--- src/rtl/flash_cmd_decoder.sv ---
module flash_cmd_decoder #(
  parameter int AW = 20
) (
  input  logic          clk,
  input  logic          rst_n,
  input  logic          wr_valid,
  input  logic [AW-1:0] wr_addr,
  input  logic [7:0]    wr_data,
  input  logic          seq_busy,
  input  logic          seq_susp,
  input  logic          supply_ok,
  input  logic          target_locked,
  output logic [1:0]    rd_mode,
  output logic [7:0]    status,
  output logic          op_start,
  output logic [2:0]    op_type,
  output logic [AW-1:0] op_addr,
  output logic [7:0]    op_data
);
  localparam logic [1:0] M_ARR = 2'd0, M_ID = 2'd1, M_ST = 2'd2;

  typedef enum logic [2:0] {S_IDLE, S_ERASE, S_CHIP, S_PROG, S_LOCK} st_t;

  st_t        st;
  logic [3:0] err;
  logic [2:0] cfm_type;
  logic       cfm_ok, cls_erase, clr_req;

  always_comb begin
    cfm_type = 3'd0;
    case (st)
      S_ERASE: if (wr_data == 8'hD0) cfm_type = 3'd1;
      S_CHIP:  if (wr_data == 8'hD0) cfm_type = 3'd2;
      S_PROG:  cfm_type = 3'd3;
      S_LOCK:  case (wr_data)
                 8'h01:   cfm_type = 3'd4;
                 8'hD0:   cfm_type = 3'd5;
                 8'hF1:   cfm_type = 3'd6;
                 default: cfm_type = 3'd0;
               endcase
      default: cfm_type = 3'd0;
    endcase
  end

  assign cfm_ok    = cfm_type != 3'd0;
  assign cls_erase = (cfm_type == 3'd1) || (cfm_type == 3'd2) || (cfm_type == 3'd5);
  assign clr_req   = wr_valid && st == S_IDLE && wr_data == 8'h50 && !seq_susp;

  assign status = {~seq_busy, seq_susp, err[3], err[2], err[1], 1'b0, err[0], 1'b0};

  always_ff @(posedge clk) begin
    if (!rst_n) begin
      st       <= S_IDLE;
      rd_mode  <= M_ARR;
      err      <= '0;
      op_start <= 1'b0;
      op_type  <= '0;
      op_addr  <= '0;
      op_data  <= '0;
    end else begin
      op_start <= 1'b0;
      if (wr_valid) begin
        if (st == S_IDLE) begin
          case (wr_data)
            8'hFF: if (!(seq_busy && !seq_susp)) rd_mode <= M_ARR;
            8'h90: rd_mode <= M_ID;
            8'h70: rd_mode <= M_ST;
            8'h50: if (!seq_susp) err <= '0;
            8'h20: begin st <= S_ERASE; rd_mode <= M_ST; end
            8'h30: begin st <= S_CHIP;  rd_mode <= M_ST; end
            8'h40, 8'h10: begin st <= S_PROG; rd_mode <= M_ST; end
            8'h60: begin st <= S_LOCK;  rd_mode <= M_ST; end
            default: ;
          endcase
        end else begin
          st      <= S_IDLE;
          rd_mode <= M_ST;
          if (!cfm_ok) begin
            err[3] <= 1'b1;
            err[2] <= 1'b1;
          end else if (!supply_ok) begin
            err[1] <= 1'b1;
            if (cls_erase) err[3] <= 1'b1; else err[2] <= 1'b1;
          end else if (target_locked) begin
            err[0] <= 1'b1;
            if (cls_erase) err[3] <= 1'b1; else err[2] <= 1'b1;
          end else begin
            op_start <= 1'b1;
            op_type  <= cfm_type;
            op_addr  <= wr_addr;
            op_data  <= wr_data;
          end
        end
      end
    end
  end

  p_start_isolated_r4: assert property (@(posedge clk) disable iff (!rst_n)
    op_start |=> !op_start);

  p_start_status_r10: assert property (@(posedge clk) disable iff (!rst_n)
    op_start |-> rd_mode == M_ST);

  p_ff_ignored_r3: assert property (@(posedge clk) disable iff (!rst_n)
    (wr_valid && st == S_IDLE && wr_data == 8'hFF && seq_busy && !seq_susp)
    |=> rd_mode == $past(rd_mode));

  p_bad_confirm_r7: assert property (@(posedge clk) disable iff (!rst_n)
    (wr_valid && (st == S_ERASE || st == S_CHIP || st == S_LOCK) && !cfm_ok)
    |=> (status[5] && status[4] && !op_start));

  p_sticky_hold_r9: assert property (@(posedge clk) disable iff (!rst_n)
    (!clr_req && status[3]) |=> status[3]);

  p_reserved_zero_r11: assert property (@(posedge clk) disable iff (!rst_n)
    !status[2] && !status[0]);
endmodule

--- config.mk ---
export PLATFORM = sky130hd
export DESIGN_NAME = flash_cmd_decoder
export DESIGN_NICKNAME = d
export VERILOG_FILES = /design/src/rtl/flash_cmd_decoder.sv
export SDC_FILE = /design/constraint.sdc
export NUM_CORES = 1
export LEC_CHECK = 0
export ABC_AREA = 1
export BUFFER_PORTS_ARGS = -buffer_cell sky130_fd_sc_hd__buf_2
export CAP_MARGIN = 20
export CORE_ASPECT_RATIO = 1.5
export CORE_MARGIN = 1
export CORE_UTILIZATION = 44
export DETAILED_ROUTE_END_ITERATION = 12
export GPL_TIMING_DRIVEN = 0
export PLACE_DENSITY = 0.82
export SYNTH_ARGS = -nofsm -noshare
export SYNTH_HDL_FRONTEND = slang
export SYNTH_SLANG_ARGS = --single-unit
--- constraint.sdc ---
create_clock -name clk -period 1.35 [get_ports clk]
set_input_delay 0.0675 -clock clk [delete_from_list [all_inputs] [get_ports clk]]
set_output_delay 0.0675 -clock clk [all_outputs]
set_load 0.005 [all_outputs]
==> results of run 1 <==
==> Yosys cell counts <==
cell / number
nor2_2: 3
nand2_1: 30
o21ai_0: 34
nor3_2: 1
inv_2: 2
buf_8: 3
buf_4: 3
inv_1: 24
nand3_1: 14
nand2_4: 1
buf_6: 3
nor2_4: 3
o21ai_1: 3
inv_8: 1
a211oi_1: 1
dfxtp_1: 41
clkbuf_1: 3
nand2_2: 6
conb_1: 1
nand4_1: 3
nor3_4: 2
nand2_8: 1
nor2_1: 81
a21oi_1: 10
nor3_1: 2
a31oi_1: 1
==> sequential cells by signal (all words and copies together) (netlist names) <==
signal    cells
err           4
op_addr      20
op_data       8
op_start      1
op_type       3
rd_mode       2
st            3
==> metal layers <==
metal  GRT usage [%]  share of wire (%)  vias up
met2            39.8                 56       43
met1            22.9                 39      978
met5               0                  0        -
met4            10.0                2.0        0
li1                -                  -     1071
met3            4.03                3.3        8
==> critical path, stage by stage (launching register included) <==
cell and delay [ns]:
dfxtp_4 0.39, buf_4 0.12, nand2_1 0.05, o21ai_2 0.16, nand2_2 0.08, nand2_2 0.09, nor2_4 0.05, nand2_4 0.08
nand2_8 0.08, buf_6 0.16, o21ai_0 0.15, nor2_1 0.05
==> cell type report <==
class	count	area (sq um)	area share (%)
multi-input cells	198	1130	39.2
flip-flops and latches	41	830	28.8
repair buffers	87	495	17.2
plain buffers	12	123	4.26
inverters	27	109	3.78
clock buffers	5	68.8	2.39
clock inverters	3	68.8	2.39
well taps	46	57.6	2.00
==> kinds of logic (layout without fill, tap and decap cells) <==
kind of cell           Yosys count  after routing
AO/OA/AOI/OAI                   49             49
buffers and inverters           39            134
flip-flops                      41             41
other                            1              2
AND/OR/NAND/NOR                147            147
==> worst paths after layout <==
| path | start | to | depth (start not counted) |
|---|---|---|---|
| worst max-delay path | st[0] | op_data[3] | 11 |
| worst min-delay path | wr_addr[13] | op_addr[13] | 3 |
| worst min register to register | err[2] | err[2] | 2 |
| worst max register to register | st[0] | op_data[3] | 11 |
==> where the power goes <==
| group | switching (W) | internal (W) | leakage [nW] |
|---|---|---|---|
| combinational | 0.000126 | 0.0000944 | 1.01 |
| sequential | 0.00000314 | 0.00121 | 0.332 |
| clock | 0.000452 | 0.000744 | 0.0687 |
==> through the flow <==
stage / instances / total power (W) / hold WS, ns / setup TNS, ns
after floorplan: 278 / 0.00134 / 0.169 / -0.922
after global placement: 398 / 0.00142 / 0.304 / -5.04
after detailed placement: 398 / 0.00143 / 0.312 / -6.11
after CTS: 411 / 0.00262 / 0.00118 / -4.40
after global routing: 419 / 0.00272 / 0.0174 / -11.65
final: 419 / 0.00263 / 0.00326 / -6.81
==> repair_timing <==
action | 4_1_cts | 5_1_grt
buffers inserted | 4 | 8
hold endpoints to repair | 0 | 0
gates cloned | 1 | 0
setup endpoints to repair | 38 | 41
pin swaps | 3 | 8
resized for setup | 36 | 53
==> results.txt, run 1 <==
The area growth from synthesis to layout is 45.9%. The final worst-path setup slack came out at -0.224 ns. The worst setup path is captured at a flip-flop. The via count of the first global-routing pass came out at 1903. Entering global routing, the biggest net connects 15 pins. The number of H-tree levels is 2. The number of buffers added on ports is 74.

The share of cell area taken by muxes after synthesis is 0%. In the synthesized netlist, the number of instances is 277. The final critical-path share of the clock period came out at 117%.

The die footprint came out at 0.00476 sq mm. The initial antenna violation count came out at 0. Setup repair after global routing could not meet its margin everywhere. The post-route minimum period is 1.57 ns. At the end of routability-driven placement, the weighted congestion stood at 0.863. The number of buffers between clock root and the deepest sink is 2.

The total detailed-routing wirelength came out at 5070 um. The data required time at the worst endpoint came out at 1.54 ns. The fraction of the yosys area taken by sequential cells is 41.6%. Of the total synthesized cell area, the portion taken by full adders, half adders and majority gates is 0%. The total of max-cap violations came out at 0. Summing the areas of all compound-gate instances in the mapped netlist gives 12.6% of the synthesized area. The leakage power came out at 1.41 nW. The clock-pin slew on the worst setup and hold paths came out at 0.08 ns.

The worst setup path is launched from a flip-flop. By area, the combinational part of the netlist is dominated by simple AND/OR/NAND/NOR gates. Of the post-synthesis cell area, the dominant cell type holds 41.6%. The first routing iteration left 128 violations.

On the final layout, the worst clock skew is 0.00190 ns. The number of vias in the routed layout is 2100. The number of remaining DRC errors came out at 16. The total number of nets in the final design came out at 407. The floorplan step defined a core boundary enclosing 0.00428 sq mm. Leaving out fill and tap cells, the most frequent cell in the layout is buf_2. Before CTS, the worst setup slack after placement is -0.230 ns. The routed wirelength normalized by instance count is 12.1 um. Row generation in the floorplan step produced 29 rows. The vias per cell is 5.01. The initial standard-cell utilization of the core came out at 46.1%. The final-report hold violation count came out at 0. The I/O pin total came out at 77. Along the worst path, the maximum fanout reaches 10. The critical setup path kind is flip-flop to flip-flop. The share of the core filled with cells came out at 67.3%. The first-pass GRT wire length is 8110 um.

The number of nets with antenna violations after detailed routing is 0. For this design, the sink count on the clock tree is 41. The Yosys step of the flow raised 0 warnings. In this run, distinct cell masters in the synthesized netlist total 26. The final reports fail on design-rule violations, negative setup slack. The sum of overflow across all layers after global routing came out at 0. The number of filler instances in the final layout is 336. The peak ir drop on the vdd network came out at 532 uV. The count of final setup violators is 39. The tree is rooted in a clkbuf_8.

The tightest min-delay check is of the input pin to flip-flop type. In the global route stage, overall resource usage came out at 21.6%. Summing all placed instances gives a cell area of 0.00242 sq mm. The largest total area in the synthesized netlist belongs to dfxtp_1.

The run finished, with violations left. In this run, CTS created clock tree buffers numbering 5. The count of TritonRoute iterations in the first routing pass came out at 8.

The hold buffer count at cts came out at 0. The mapped netlist covers 0.00197 sq mm. The total count of max-transition violations in the final report is 0.

The simple-gate share of the synthesized area is 34.4%. The repair_antennas step left the layout with diodes totalling 0. The share of post-route cells with drive strength above 1 is 47.2%. Measured along the x axis, the die boundary spans 56.7 um. Yosys attributes the largest share of cell area to dfxtp_1, nor2_1, o21ai_0. The synthesized netlist devotes 0% of its cell area to XOR and XNOR gates.

The later-pin clock latency in the skew report came out at 0.29 ns. The top cell types in the final layout, fill and taps aside, are buf_2, nor2_1, dfxtp_1, nand2_1. The die span in y came out at 84.0 um. The post-route cell area came out at 0.00288 sq mm.

The synthesized design contains 41 register bits. The setup slack on the worst flop-to-flop path came out at -0.22 ns. The mean area per synthesized cell came out at 7.13 sq um. The power per cell area is 912 mW/mm^2. The fmax came out at 635 MHz. The detailed placer's ending HPWL is 3410 um. The clock tree from TritonCTS is done. The data arrival time of the critical path came out at 1.77 ns.
No activity file was read; power rests on OpenSTA's default activity.
==> run 2, diff against run 1 <==
--- a/config.mk
+++ b/config.mk
@@ -10,10 +10,11 @@
 export CAP_MARGIN = 20
 export CORE_ASPECT_RATIO = 1.5
 export CORE_MARGIN = 1
-export CORE_UTILIZATION = 44
+export CORE_UTILIZATION = 45
+export CTS_BUF_LIST = sky130_fd_sc_hd__clkbuf_2
 export DETAILED_ROUTE_END_ITERATION = 12
 export GPL_TIMING_DRIVEN = 0
-export PLACE_DENSITY = 0.82
+export PLACE_DENSITY = 0.84
 export SYNTH_ARGS = -nofsm -noshare
 export SYNTH_HDL_FRONTEND = slang
 export SYNTH_SLANG_ARGS = --single-unit
==> run 2 against run 1 <==
Effect of this change:
- the run ends with negative setup slack left
- register-to-register slack lost 0.08 ns
- combinational power grew 30%
- first-iteration DRC count shrank 0.78%
==> results.txt, run 2 (synthesized netlist as in run 1, its figures left out) <==
Status: finished with violations (unchanged). Failing checks: negative setup slack (was design-rule violations, negative setup slack). The number of nets with antenna violations after detailed routing came out at 0 (unchanged). The number of cells traversed by the worst hold path is 4 (was 3).

The number of cells on the worst reg-to-reg path came to 12 (was 11). The maximum fanout along the worst path came out at 10 (unchanged). The detailed placer's ending HPWL is 3440 um (was 3410 um). The worst setup slack after placement is -0.203 ns (was -0.230 ns). The total detailed-routing wirelength is 5980 um (was 5070 um). The most common cell after layout, fill and taps aside is buf_2 (unchanged). The register name with the most flops was op_addr (unchanged). The number of vias in the routed layout is 2284 (was 2100). Setup repair after global routing missed its margin: true (unchanged).

The final worst-path setup slack came out at -0.301 ns (was -0.224 ns). The launching element type of the critical path is a flip-flop (unchanged). The share of post-route cells with drive strength above 1 is 41.5% (was 47.2%).

The later-pin clock latency in the skew report came to 0.39 ns (was 0.29 ns). The pin count of the biggest net entering global routing came out at 14 (was 15). The final-report hold violation count was 0 (unchanged). The sum of overflow across all layers after global routing was 0 (unchanged). The type of the worst min-delay path was input pin to flip-flop (unchanged). The clock root buffer is clkbuf_2 (was clkbuf_8). The total count of max-transition violations in the final report came out at 0 (unchanged). The initial antenna violation count came out at 0 (unchanged). The vias per cell came out at 5.10 (was 5.01). The final antenna diode count came to 0 (unchanged). The clock sink count is 41 (unchanged). The power per cell area was 721 mW/mm^2 (was 912 mW/mm^2). The peak ir drop on the vdd network is 894 uV (was 532 uV). The post-placement cell count came out at 398 (unchanged). The number of buffers between clock root and the deepest sink came to 2 (unchanged). The number of buffers added on ports was 74 (unchanged).

The total number of placement rows came out at 29 (unchanged). The data required time at the worst endpoint came out at 1.67 ns (was 1.54 ns). The number of H-tree levels is 2 (unchanged). The clock-pin slew on the worst setup and hold paths is 0.22 ns (was 0.08 ns). Biggest registers after layout: op_addr x20, op_data x8, err x4 (unchanged). The floorplan die width is 56.1 um (was 56.7 um). The post-route minimum period is 1.65 ns (was 1.57 ns). The combined global-route utilization of all metal layers came out at 24.9% (was 21.6%).

The fmax is 606 MHz (was 635 MHz). The via count of the first global-routing pass is 2185 (was 1903). The final critical-path share of the clock period came out at 122% (was 117%). The number of cells in the finished layout apart from fillers was 448 (was 419). The worst hold margin is 0.0153 ns (was 0.00326 ns). The count of TritonRoute iterations in the first routing pass is 4 (was 8). The total power is 0.00223 W (was 0.00263 W). The critical setup path kind is flip-flop to flip-flop (unchanged).

The routed wirelength normalized by instance count came out at 13.4 um (was 12.1 um). The data arrival time of the critical path came out at 1.97 ns (was 1.77 ns). The final estimated routing congestion in global placement was 0.857 (was 0.863). The leakage power is 1.49 nW (was 1.41 nW).

The initial standard-cell utilization of the core is 46.9% (was 46.1%). The die footprint was 0.00466 sq mm (was 0.00476 sq mm). The total of max-cap violations is 0 (unchanged).

The I/O pin total is 77 (unchanged). The die span in y is 83.1 um (was 84.0 um). The total number of nets in the final design came out at 436 (was 407).

The clock tree from TritonCTS is done (unchanged). The count of final setup violators is 40 (was 39). The number of remaining DRC errors was 0 (was 16). The growth of design area from synthesis to finish is 56.5% (was 45.9%). The first-pass GRT wire length came out at 9340 um (was 8110 um). The kind of end point of the critical path is a flip-flop (unchanged).

Commonest cells after routing, fill and taps aside: buf_2, nor2_1, dfxtp_1, dlygate4sd3_1, nand2_1 (was buf_2, nor2_1, dfxtp_1, nand2_1). The flip-flop count of the largest register after layout is 20 (unchanged). The number of CTS-inserted buffers is 5 (unchanged). The standard cell core area was 0.00421 sq mm (was 0.00428 sq mm). The initial detailed-routing violation count came out at 127 (was 128). The post-route clock skew came out at 0.00660 ns (was 0.00190 ns).
run 2: changes by cell type in the layout (fill, tap and decap cells not counted), sizes merged:
cell,change
bufinv,-1
inv,-1
buf,-1
dlygate4sd3,+30
clkinv,+1
clkinvlp,+1
run 2: final timing paths:
path	from	slack, ns	endpoint
worst max register to register	st[0]	-0.30	op_addr[11]
worst max-delay path	st[0]	-0.30	op_addr[11]
worst min-delay path	supply_ok	0.02	err[2]
worst min register to register	rd_mode[0]	0.47	rd_mode[0]
run 2: where the power goes:
part	total, W	leakage (nW)	switching, W	internal, W
registers	0.00121	0.333	0.00000403	0.00121
logic	0.000287	1.12	0.000142	0.000145
clock network	0.000725	0.0366	0.000419	0.000307
run 2: worst max-delay path, stage by stage (launching register included):
cell     delay [ns]
dfxtp_4        0.45
nor2_4         0.05
nand2_2        0.09
inv_1          0.08
nand2_2        0.09
nand2_2        0.08
nor2_4         0.16
nand2_4        0.09
nand2_8        0.11
inv_8          0.06
buf_8          0.13
nor2_2         0.10
nor2_1         0.07
run 2: timing repair:
action | CTS | global route
hold buffers | 29 | 1
gates resized for setup | 50 | 36
cloned | 2 | 0
endpoints found under the setup margin | 39 | 40
buffers inserted | 6 | 5
pin swaps | 9 | 10
hold endpoints to repair | 31 | 1
run 2: layout make-up:
cell class | instances | area [sq um]
inverters | 27 | 109
flip-flops and latches | 41 | 832
clock buffers | 5 | 25.0
plain buffers | 12 | 118
multi-input cells | 198 | 1110
clock inverters | 3 | 41.3
repair buffers | 116 | 796
fillers | 288 | 1120
well taps | 46 | 57.6
run 2: per-layer routing:
layer | wire length (um) | track usage [%]
met1 | 2190 | 26.7
met2 | 3140 | 42.9
met3 | 267 | 3.43
met4 | 382 | 19.5
met5 | 0 | 0
run 2: through the flow:
step / instance area [sq um] / utilization, % / setup TNS (ns)
floorplan: 1990 / - / -0.922
global placement: 2420 / 57.4 / -5.17
detailed placement: 2420 / 57.4 / -6.07
CTS: 2960 / 70.3 / -6.15
global route: 3090 / 73.4 / -11.09
finish: 3090 / 73.4 / -9.10
